### src/rtl/r4m_pkg.sv
`timescale 1ns/1ps
package r4m_pkg;

   // Partial-product choice made for one two-bit multiplier digit
   typedef enum logic [2:0] {
      PP_ZERO = 3'd0,
      PP_POS1 = 3'd1,
      PP_POS2 = 3'd2,
      PP_POS3 = 3'd3,
      PP_NEG1 = 3'd4,
      PP_NEG2 = 3'd5
   } pp_sel_e;

endpackage

### src/rtl/r4m_recode.sv
`timescale 1ns/1ps
module r4m_recode
   import r4m_pkg::*;
#(
   parameter bit BOOTH = 1'b0
) (
   input  logic [1:0] pair,
   input  logic       cin,
   output pp_sel_e    sel,
   output logic       cout
);

   generate
      if (BOOTH) begin : g_booth
         // Digit value = -2*pair[1] + pair[0] + cin; the borrow is pair[1]
         always_comb begin
            case ({pair, cin})
               3'b001, 3'b010: sel = PP_POS1;
               3'b011:         sel = PP_POS2;
               3'b100:         sel = PP_NEG2;
               3'b101, 3'b110: sel = PP_NEG1;
               default:        sel = PP_ZERO;
            endcase
         end
         assign cout = pair[1];
      end else begin : g_direct
         // Plain unsigned digit 0..3, never any carry
         always_comb begin
            case (pair)
               2'b01:   sel = PP_POS1;
               2'b10:   sel = PP_POS2;
               2'b11:   sel = PP_POS3;
               default: sel = PP_ZERO;
            endcase
         end
         assign cout = 1'b0;
      end
   endgenerate

endmodule

### src/rtl/r4m_ppgen.sv
`timescale 1ns/1ps
module r4m_ppgen
   import r4m_pkg::*;
#(
   parameter int WIDTH = 32,
   parameter bit BOOTH = 1'b0
) (
   input  logic [WIDTH-1:0] mcand,
   input  pp_sel_e          sel,
   output logic [WIDTH-1:0] pp
);

   logic [WIDTH-1:0] m1;
   logic [WIDTH-1:0] m2;

   assign m1 = mcand;
   assign m2 = {mcand[WIDTH-2:0], 1'b0};

   generate
      if (BOOTH) begin : g_signed_mult
         always_comb begin
            case (sel)
               PP_POS1: pp = m1;
               PP_POS2: pp = m2;
               PP_NEG1: pp = (~m1) + 1'b1;
               PP_NEG2: pp = (~m2) + 1'b1;
               default: pp = '0;
            endcase
         end
      end else begin : g_triple_mult
         logic [WIDTH-1:0] m3;
         assign m3 = m1 + m2;
         always_comb begin
            case (sel)
               PP_POS1: pp = m1;
               PP_POS2: pp = m2;
               PP_POS3: pp = m3;
               default: pp = '0;
            endcase
         end
      end
   endgenerate

endmodule

### src/rtl/r4m_ctrl.sv
`timescale 1ns/1ps
module r4m_ctrl #(
   parameter int CNT_W = 5
) (
   input  logic             clk,
   input  logic             rst_n,
   input  logic             start,
   input  logic             last,
   output logic             load,
   output logic             busy,
   output logic             done,
   output logic [CNT_W-1:0] iter
);

   logic             busy_q;
   logic             done_q;
   logic [CNT_W-1:0] iter_q;

   assign load = start & ~busy_q;

   always_ff @(posedge clk or negedge rst_n) begin
      if (!rst_n) begin
         busy_q <= 1'b0;
         done_q <= 1'b0;
         iter_q <= '0;
      end else begin
         done_q <= busy_q & last;
         if (load) begin
            busy_q <= 1'b1;
            iter_q <= '0;
         end else if (busy_q) begin
            iter_q <= iter_q + 1'b1;
            if (last) busy_q <= 1'b0;
         end
      end
   end

   assign busy = busy_q;
   assign done = done_q;
   assign iter = iter_q;

endmodule

### src/rtl/r4_early_mul.sv
`timescale 1ns/1ps
module r4_early_mul
   import r4m_pkg::*;
#(
   parameter int WIDTH = 32,
   parameter bit BOOTH = 1'b0
) (
   input  logic             clk,
   input  logic             rst_n,
   input  logic             start,
   input  logic [WIDTH-1:0] op_a,
   input  logic [WIDTH-1:0] op_b,
   input  logic [WIDTH-1:0] addend,
   input  logic             acc_en,
   output logic             busy,
   output logic             done,
   output logic [WIDTH-1:0] result
);

   localparam int MAX_IT = WIDTH / 2 + (BOOTH ? 1 : 0);
   localparam int CNT_W  = $clog2(MAX_IT + 1);

   generate
      if ((WIDTH % 2) != 0 || WIDTH < 4) begin : g_bad_width
         $error("r4_early_mul: WIDTH must be even and at least 4");
      end
   endgenerate

   logic [WIDTH-1:0] acc_q;
   logic [WIDTH-1:0] mc_q;
   logic [WIDTH-1:0] mp_q;
   logic             cy_q;
   logic [WIDTH-1:0] mp_nx;
   logic [WIDTH-1:0] pp;
   logic             cy_nx;
   logic             last;
   logic             load;
   logic [CNT_W-1:0] iter_cnt;
   pp_sel_e          sel;

   r4m_recode #(.BOOTH(BOOTH)) u_recode (
      .pair (mp_q[1:0]),
      .cin  (cy_q),
      .sel  (sel),
      .cout (cy_nx)
   );

   r4m_ppgen #(.WIDTH(WIDTH), .BOOTH(BOOTH)) u_ppgen (
      .mcand (mc_q),
      .sel   (sel),
      .pp    (pp)
   );

   assign mp_nx = mp_q >> 2;
   assign last  = (mp_nx == '0) && !cy_nx;

   r4m_ctrl #(.CNT_W(CNT_W)) u_ctrl (
      .clk   (clk),
      .rst_n (rst_n),
      .start (start),
      .last  (last),
      .load  (load),
      .busy  (busy),
      .done  (done),
      .iter  (iter_cnt)
   );

   always_ff @(posedge clk or negedge rst_n) begin
      if (!rst_n) begin
         acc_q <= '0;
         mc_q  <= '0;
         mp_q  <= '0;
         cy_q  <= 1'b0;
      end else if (load) begin
         acc_q <= addend & {WIDTH{acc_en}};
         mc_q  <= op_a;
         mp_q  <= op_b;
         cy_q  <= 1'b0;
      end else if (busy) begin
         acc_q <= acc_q + pp;
         mc_q  <= {mc_q[WIDTH-3:0], 2'b00};
         mp_q  <= mp_nx;
         cy_q  <= cy_nx;
      end
   end

   assign result = acc_q;

endmodule

### config.mk
export PLATFORM = sky130hd
export DESIGN_NAME = r4_early_mul
export DESIGN_NICKNAME = d
export VERILOG_FILES = /design/src/rtl/r4m_pkg.sv /design/src/rtl/r4m_recode.sv /design/src/rtl/r4m_ppgen.sv /design/src/rtl/r4m_ctrl.sv /design/src/rtl/r4_early_mul.sv
export SDC_FILE = /design/constraint.sdc
export NUM_CORES = 1
export LEC_CHECK = 0
export CAP_MARGIN = 25
export CORE_MARGIN = 1.5
export CORE_UTILIZATION = 56
export CTS_CLUSTER_DIAMETER = 30
export CTS_CLUSTER_SIZE = 30
export DETAILED_ROUTE_END_ITERATION = 12
export HOLD_SLACK_MARGIN = 0.05
export PLACE_DENSITY = 0.92
export SLEW_MARGIN = 15
export SYNTH_ARGS = -nofsm -noshare
export SYNTH_HDL_FRONTEND = slang
export SYNTH_HIERARCHICAL = 1
export SYNTH_SLANG_ARGS = --single-unit
### constraint.sdc
create_clock -name clk -period 5.95 [get_ports clk]
set_clock_uncertainty 0.05 [all_clocks]
set_input_delay 1.19 -clock clk [delete_from_list [all_inputs] [get_ports clk]]
set_output_delay 1.19 -clock clk [all_outputs]
set_load 0.03 [all_outputs]
==> results of run 1 <==
-- final cells by class --
type                            count  area [um2]  area share [%]
Multi-Input combinational cell    853        5700            56.3
Sequential cell                    98        2460            24.3
Timing Repair Buffer              139        1370            13.6
Tap cell                          184         230            2.27
Clock buffer                        9         225            2.22
Clock inverter                      7        81.3           0.803
Inverter                           15        56.3           0.556
-- sequential cells by signal (all words and copies together), names as in the netlist --
| name | flops |
|---|---|
| mc_q | 32 |
| u_ctrl/done | 1 |
| mp_q | 32 |
| result | 32 |
| u_ctrl/busy | 1 |
-- through the flow --
stage | hold WS (ns) | worst slack [ns] | util, % | instance area (um2)
final | 0.509 | 0.944 | 68.9 | 10100
after global routing | 0.543 | 0.489 | 68.9 | 10100
after CTS | 0.503 | 0.965 | 68.9 | 10100
after detailed placement | 0.487 | 1.06 | 66.8 | 9820
after global placement | 0.467 | 1.16 | 66.8 | 9820
after floorplan | 0.477 | 1.63 | - | 8500
-- layer usage --
metal / vias up / GRT usage, % / part of all wire, %
met5: - / 0 / 0
met1: 3870 / 35.0 / 42
li1: 3935 / - / -
met3: 72 / 4.63 / 5.0
met4: 0 / 14.1 / 3.9
met2: 301 / 52.5 / 49
-- worst max path at each step --
stage / start / to / slack, ns
floorplan: mc_q[1] / result[31] / 1.63
global placement: mc_q[1] / result[31] / 1.16
detailed placement: mc_q[1] / result[31] / 1.06
CTS: mc_q[1] / result[31] / 0.97
global route: mc_q[1] / result[31] / 0.49
finish: mc_q[1] / result[31] / 0.94
-- worst reg2reg max path, delay by kind of cell, from the launching register on --
family          cells  cell delay, ns
simple gates        6            0.62
flops               1            0.47
fa+ha+maj           3            1.05
compound gates     10            2.58
xor+xnor            1            0.15
-- power groups by stage --
stage,Clock [mW],Sequential (mW),Combinational (mW)
after floorplan,0,1.33,1.37
after global placement,0,1.24,2.08
after detailed placement,0,1.25,2.13
after CTS,0.612,1.24,2.15
after global routing,0.632,1.28,2.37
final,0.598,1.24,2.16
==> impl_metrics.json, run 1 <==
{
  "core_um2": 14700,
  "fillers": 1169,
  "cts_buffer_depth": 2,
  "grt_overflow": 0,
  "cts_setup_buffers": 0,
  "finalSetupTns_ns": 0,
  "slowest_delay_ns": 0.47,
  "setup_violations": 0,
  "cts-htree-levels": 3,
  "fin_crit_sh_pct": 84.1,
  "cts_root_buffer": "clkbuf_16",
  "endpoint_kind": "flop",
  "die_h_um": 126,
  "grt_pass1_vias": 7951,
  "port_buffers": 133,
  "numCtsBuffers": 9,
  "syn2layout_area_growth_pct": 19.2,
  "fin_crit_ns": 5.01,
  "worst-path-stages": 20,
  "start_util_pct": 57.8,
  "clock_sinks": 98,
  "vdd_drop_max_v": 0.000254,
  "num_antenna_cells": 0,
  "slew_violations": 0,
  "drtPass1Iterations": 5,
  "clock_latency_ns": 0.36,
  "grt.total_usage_pct": 29.6,
  "hold_class": "reg -> reg",
  "p_seq_share_pct": 31.1,
  "io_pins": 134,
  "reg2reg_setup_slack_ns": 0.94,
  "antenna_found_initial": 0,
  "drtIter0Drc": 618,
  "power_density_nw_per_um2": 395,
  "place_inst": 1289,
  "ys_warn_count": 6,
  "cp.arrival_ns": 5.20,
  "hold_violations": 0,
  "drt-total-wl_um": 23200,
  "cp_slowest_cell": "dfrtp_1",
  "fin_cells": 1305,
  "p_comb_share_pct": 54.0,
  "synth_area_um2": 8500,
  "crit_chain": "ha_1, fa_1, a211oi_1, o21ai_1, nand3_1, nand2_1, o31ai_1, xnor2_1, nand2_1, a311oi_1, ha_1, o21ai_0, nor2_1, o41ai_1, nand3_1, o21ai_1, o31ai_1, o22ai_1, nand2_1, a221o_1",
  "worstPathMaxFanout": 7,
  "vias": 8178,
  "reg2reg_from": "mc_q[1]",
  "rr_worst_depth": 20,
  "drive_gt1_share_pct": 4.28,
  "globalplace.congestion": 0.951,
  "crit_family": "compound AO/OA/AOI/OAI gates",
  "crit_type": "reg -> reg",
  "rr_endpoint": "result[31]",
  "grt_pass1_wl_um": 37900,
  "hold_start": "result[30]",
  "status": "finished clean",
  "postSynthCellCount": 1024,
  "fp.dieW_um": 126,
  "drc": 0,
  "critPathRequiredTime_ns": 6.15,
  "path_buf_inv": 0,
  "post-dp-hpwl_um": 17500,
  "via_per_inst": 6.27,
  "switching_share_pct": 46.5,
  "avgSynthCellArea_um2": 8.30,
  "critPathLaunchType": "flop",
  "p_int_mw": 2.14,
  "maxCapViolCount": 0,
  "cts_tree": "yes",
  "fmax_mhz": 200,
  "hold_end": "result[30]",
  "hold_path_depth": 2,
  "p_sw_mw": 1.86,
  "wl_per_cell_um": 17.8,
  "slew_headroom_pct": 32.9,
  "final_common_cell": "nand2_1",
  "antenna_left": 0,
  "crit_path_frequent_cell": "nand2_1",
  "worst_pin_slew_ns": 1.00,
  "rsz0062_at_grt": "false",
  "leakage_nw": 4.72,
  "cts_resized": 0,
  "cts_hold_buffers": 0,
  "clk_pin_slew_worst_paths_ns": 0.08,
  "finalPower_mw": 4.00,
  "grt_max_degree": 119,
  "die_area_um2": 15900,
  "layout_common_cells": "nand2_1 (136), clkdlybuf4s50_1 (132), o21ai_0 (128)",
  "fp-row-count": 44,
  "clkPwrFrac_pct": 14.9,
  "nets": 1279
}
(Power assumes the default switching activity.)
==> run 2, diff against run 1 <==
--- a/config.mk
+++ b/config.mk
@@ -7,12 +7,12 @@
 export LEC_CHECK = 0
 export CAP_MARGIN = 25
 export CORE_MARGIN = 1.5
-export CORE_UTILIZATION = 56
+export CORE_UTILIZATION = 50
 export CTS_CLUSTER_DIAMETER = 30
 export CTS_CLUSTER_SIZE = 30
 export DETAILED_ROUTE_END_ITERATION = 12
 export HOLD_SLACK_MARGIN = 0.05
-export PLACE_DENSITY = 0.92
+export PLACE_DENSITY = 0.88
 export SLEW_MARGIN = 15
 export SYNTH_ARGS = -nofsm -noshare
 export SYNTH_HDL_FRONTEND = slang
==> constraint.sdc (replaced) <==
create_clock -name clk -period 4.2 [get_ports clk]
set_clock_uncertainty 0.05 [all_clocks]
set_input_delay 0.84 -clock clk [delete_from_list [all_inputs] [get_ports clk]]
set_output_delay 0.84 -clock clk [all_outputs]
set_load 0.03 [all_outputs]
==> impl_metrics.json, run 2 (synthesized netlist as in run 1, its figures left out) <==
{
  "status": "finished, violations left",
  "violations": "negative setup slack",
  "die_h_um": 133,
  "start_util_pct": 51.2,
  "drtPass1Iterations": 5,
  "final_cell_area_um2": 12000,
  "hold_class": "in -> async",
  "slew_headroom_pct": 36.5,
  "numCtsBuffers": 9,
  "clkPwrFrac_pct": 12.1,
  "maxCapViolCount": 0,
  "fp-row-count": 47,
  "post_dp_cell_area_um2": 10900,
  "vias": 9292,
  "num_antenna_cells": 0,
  "rsz0062_at_grt": "true",
  "critPathLaunchType": "flop",
  "syn2layout_area_growth_pct": 41.6,
  "drt-total-wl_um": 28600,
  "drtIter0Drc": 811,
  "fin_crit_sh_pct": 105,
  "globalplace.congestion": 1.03,
  "p_int_mw": 3.76,
  "crit_type": "reg -> reg",
  "post-dp-hpwl_um": 19400,
  "p_sw_mw": 3.03,
  "cts_hold_buffers": 0,
  "antenna_found_initial": 0,
  "switching_share_pct": 44.6,
  "core_um2": 16600,
  "drc": 0,
  "cts-htree-levels": 3,
  "setup_violations": 17,
  "worst_pin_slew_ns": 0.952,
  "clock_latency_ns": 0.35,
  "grt.total_usage_pct": 30.2,
  "grt_pass1_vias": 9264,
  "nets": 1450,
  "cts_tree": "yes",
  "hold_violations": 0,
  "vdd_drop_max_v": 0.000317,
  "endpoint_kind": "flop",
  "final_common_cell": "buf_4",
  "p_seq_share_pct": 26.1,
  "power_density_nw_per_um2": 565,
  "via_per_inst": 6.15,
  "io_pins": 134,
  "leakage_nw": 5.61,
  "fin_crit_ns": 4.40,
  "port_buffers": 133,
  "layout_common_cells": "buf_4 (174), nand2_1 (133), clkdlybuf4s50_1 (132)",
  "slew_violations": 0,
  "cts_buffer_depth": 2,
  "cp.arrival_ns": 4.60,
  "drive_gt1_share_pct": 24.3,
  "p_comb_share_pct": 61.8,
  "place_inst": 1458,
  "fmax_mhz": 227,
  "fin_cells": 1512,
  "worstPathMaxFanout": 4,
  "critPathRequiredTime_ns": 4.40,
  "grt_max_degree": 57,
  "clock_sinks": 98,
  "fp.dieW_um": 133,
  "wl_per_cell_um": 18.9,
  "clk_pin_slew_worst_paths_ns": 0.08,
  "antenna_left": 0,
  "grt_overflow": 0,
  "fin_ws_ns": -0.198,
  "grt_pass1_wl_um": 43700,
  "cts_root_buffer": "clkbuf_16",
  "die_area_um2": 17800
}
## run 2: cell types whose count changed in the layout (fill, tap and decap cells not counted), sizes merged
cell	change
clkinvlp	+1
clkinv	-3
clkbuf	+4
inv	-2
buf	+171
## run 2: final timing paths
check | start | endpoint | slack, ns | cells after the start
min reg2reg | result[28] | result[28] | 0.53 | 2
min in group clk | result[28] | result[28] | 0.53 | 2
max | mc_q[1] | result[23] | -0.20 | 20
min | rst_n | mc_q[21] | 0.36 | 1
max in group asynchronous | rst_n | mp_q[1] | 2.79 | 2
max reg2reg | mc_q[1] | result[23] | -0.20 | 20
## run 2: power groups by stage
| stage | Sequential (mW) | Combinational (mW) | Clock [mW] |
|---|---|---|---|
| 2_1_floorplan | 1.89 | 1.94 | 0 |
| 3_3_place_gp | 1.72 | 3.55 | 0 |
| 3_5_place_dp | 1.74 | 3.64 | 0 |
| 4_1_cts | 1.74 | 3.80 | 0.826 |
| 5_1_grt | 1.81 | 4.50 | 0.872 |
| 6_report | 1.78 | 4.20 | 0.819 |
## run 2: what timing repair did
item | CTS | global route
pin swaps | 25 | 41
gates resized for setup | 44 | 88
buffers inserted | 17 | 21
endpoints found under the setup margin | 19 | 20
## run 2: layer usage
layer  share of wire [%]  global-route usage, %
met5                   0                      0
met4                 5.9                   16.5
met3                 6.1                   5.18
met2                  49                   53.4
met1                  39                   34.6
## run 2: metrics by stage
stage	setup TNS [ns]	worst slack, ns	hold WS (ns)	total power, mW	util, %
final	-1.19	-0.198	0.359	6.79	72.6
after global routing	-4.62	-0.341	0.375	7.19	72.6
after CTS	-0.0568	-0.0273	0.362	6.36	69.3
after detailed placement	-2.46	-0.325	0.511	5.38	65.6
after global placement	-0.916	-0.194	0.484	5.27	65.6
after floorplan	0	0.0316	0.477	3.83	-
## run 2: layout make-up
| cell class | instances | area [um2] |
|---|---|---|
| multi-input combinational | 853 | 6280 |
| fill | 1144 | 4550 |
| timing repair buffer | 310 | 2670 |
| sequential | 98 | 2460 |
| tap | 220 | 275 |
| clock buffer | 13 | 260 |
| inverter | 15 | 56.3 |
| clock inverter | 3 | 21.3 |
## run 2: critical path, stage by stage (launching register included)
cell	delay [ns]
dfrtp_1	0.43
ha_2	0.21
fa_2	0.37
a211oi_4	0.30
buf_4	0.16
nor2_1	0.04
o21ai_1	0.16
nand2_1	0.08
a31o_2	0.26
a22oi_2	0.20
nor2_1	0.10
ha_1	0.38
nand2_2	0.10
nor2_2	0.14
nand4_1	0.14
o21a_1	0.20
or3_4	0.41
nand3_2	0.09
a31oi_2	0.10
mux2i_1	0.13
a221o_1	0.26
==> run 3, diff against run 2 <==
--- a/config.mk
+++ b/config.mk
@@ -12,6 +12,7 @@
 export CTS_CLUSTER_SIZE = 30
 export DETAILED_ROUTE_END_ITERATION = 12
 export HOLD_SLACK_MARGIN = 0.05
+export MAX_ROUTING_LAYER = met4
 export PLACE_DENSITY = 0.88
 export SLEW_MARGIN = 15
 export SYNTH_ARGS = -nofsm -noshare
==> impl_metrics.json, run 3 (synthesized netlist as in run 1, its figures left out) <==
{
  "status": "finished, violations left",
  "violations": "negative setup slack",
  "worst_pin_slew_ns": 0.929,
  "hold_class": "in -> async",
  "fin_ws_ns": -0.459,
  "grt_pass1_vias": 9320,
  "multi_input_area_um2": 6460,
  "drive_gt1_share_pct": 26.3,
  "core_um2": 16600,
  "fin_cells": 1513,
  "drtPass1Iterations": 9,
  "clk_pin_slew_worst_paths_ns": 0.08,
  "grt_overflow": 0,
  "fp.dieW_um": 133,
  "layout_common_cells": "buf_4 (170), clkdlybuf4s50_1 (132), nand2_1 (130)",
  "grt_max_degree": 57,
  "grt.busiest_layer": "met2",
  "hold_violations": 0,
  "num_antenna_cells": 0,
  "ff_latch_area_um2": 2460,
  "crit_type": "reg -> reg",
  "globalplace.congestion": 1.05,
  "cts_tree": "yes",
  "antenna_found_initial": 0,
  "fin_crit_ns": 4.66,
  "critPathLaunchType": "flop",
  "fp-row-count": 47,
  "slew_violations": 0,
  "met2_usage_pct": 54.2,
  "via_per_inst": 6.46,
  "finalPower_mw": 7.08,
  "rsz0062_at_grt": "true",
  "wl_per_cell_um": 21.4,
  "post_dp_cell_area_um2": 10900,
  "fin_crit_sh_pct": 111,
  "power_density_nw_per_um2": 577,
  "vias": 9775,
  "die_area_um2": 17800,
  "io_pins": 134,
  "cts-htree-levels": 3,
  "nets": 1451,
  "final_common_cell": "buf_4",
  "clock_latency_ns": 0.37,
  "setup_violations": 21,
  "slew_headroom_pct": 37.8,
  "endpoint_kind": "flop",
  "clock_sinks": 98,
  "worstPathMaxFanout": 5,
  "port_buffers": 133,
  "start_util_pct": 51.2,
  "vdd_drop_max_v": 0.000361,
  "place_inst": 1459,
  "post-dp-hpwl_um": 19800,
  "drc": 0,
  "fillers": 1109,
  "drt-total-wl_um": 32300,
  "grtUsageMet3_pct": 4.19,
  "final_cell_area_um2": 12300,
  "grtUsageMet1_pct": 35.0,
  "drtIter0Drc": 1024,
  "die_h_um": 133,
  "cp.arrival_ns": 4.83,
  "antenna_left": 0,
  "syn2layout_area_growth_pct": 44.4,
  "cts_buffer_depth": 2,
  "leakage_nw": 5.68,
  "grt.total_usage_pct": 31.7,
  "place_ws_ns": -0.258,
  "fmax_mhz": 215,
  "cts_root_buffer": "clkbuf_16",
  "hold_ws_ns": 0.341,
  "critPathRequiredTime_ns": 4.37,
  "grt_pass1_wl_um": 44100,
  "maxCapViolCount": 0,
  "numCtsBuffers": 9
}
==> run 3: what timing repair did <==
| action | 4_1_cts | 5_1_grt |
|---|---|---|
| hold buffers | 0 | 0 |
| endpoints found under the setup margin | 16 | 20 |
| setup buffers | 18 | 21 |
| pin swaps | 31 | 71 |
| resized for setup | 58 | 121 |
==> run 3: power breakdown <==
| group | switching, mW | leakage, nW | internal, mW |
|---|---|---|---|
| clock network | 0.405 | 0.150 | 0.482 |
| registers | 0.497 | 1.27 | 1.29 |
| logic | 2.34 | 4.25 | 2.06 |
| total | 3.25 | 5.68 | 3.84 |
==> run 3: area by class of cell <==
class | count | area share, %
inverter | 15 | 0.459
clock inverter | 5 | 0.500
tap | 220 | 2.24
clock buffer | 11 | 1.98
sequential | 98 | 20.1
timing repair buffer | 311 | 22.1
multi-input combinational | 853 | 52.7
==> run 3: path summary, 6_finish.rpt <==
check | start | endpoint | cells past startpoint | slack (ns)
worst max-delay path | mc_q[1] | result[18] | 21 | -0.46
worst min-delay path | rst_n | mc_q[24] | 1 | 0.34
worst max register to register | mc_q[1] | result[18] | 21 | -0.46
worst min register to register | result[26] | result[26] | 2 | 0.53
max in group asynchronous | rst_n | mc_q[3] | 2 | 2.78
min in group clk | result[26] | result[26] | 2 | 0.53
==> run 3: worst max-delay path, cell delays in order, from the launching register on <==
cell	delay, ns
dfrtp_2	0.45
buf_6	0.14
fa_2	0.41
a211oi_4	0.32
o21ai_4	0.14
a21oi_2	0.14
o21bai_1	0.08
xor2_1	0.15
mux2_4	0.29
a22oi_2	0.22
nor2_1	0.08
ha_1	0.42
nand2_1	0.10
nor2_2	0.12
a21boi_4	0.22
nor2_1	0.10
nor2b_2	0.32
o31ai_2	0.10
buf_4	0.19
xnor2_4	0.14
a211oi_2	0.24
a21oi_1	0.07
==> run 3: routing by layer <==
metal / wire length (um) / up-vias
li1: - / 4289
met1: 11600 / 4577
met2: 15600 / 661
met3: 2630 / 248
met4: 2560 / 0
met5: 0 / -
==> run 3: through the flow <==
| step | utilization, % | TNS (ns) |
|---|---|---|
| 2_1_floorplan | - | 0 |
| 3_3_place_gp | 65.6 | -1.17 |
| 3_5_place_dp | 65.6 | -1.90 |
| 4_1_cts | 69.9 | -0.131 |
| 5_1_grt | 74.0 | -10.65 |
| 6_report | 74.0 | -7.07 |
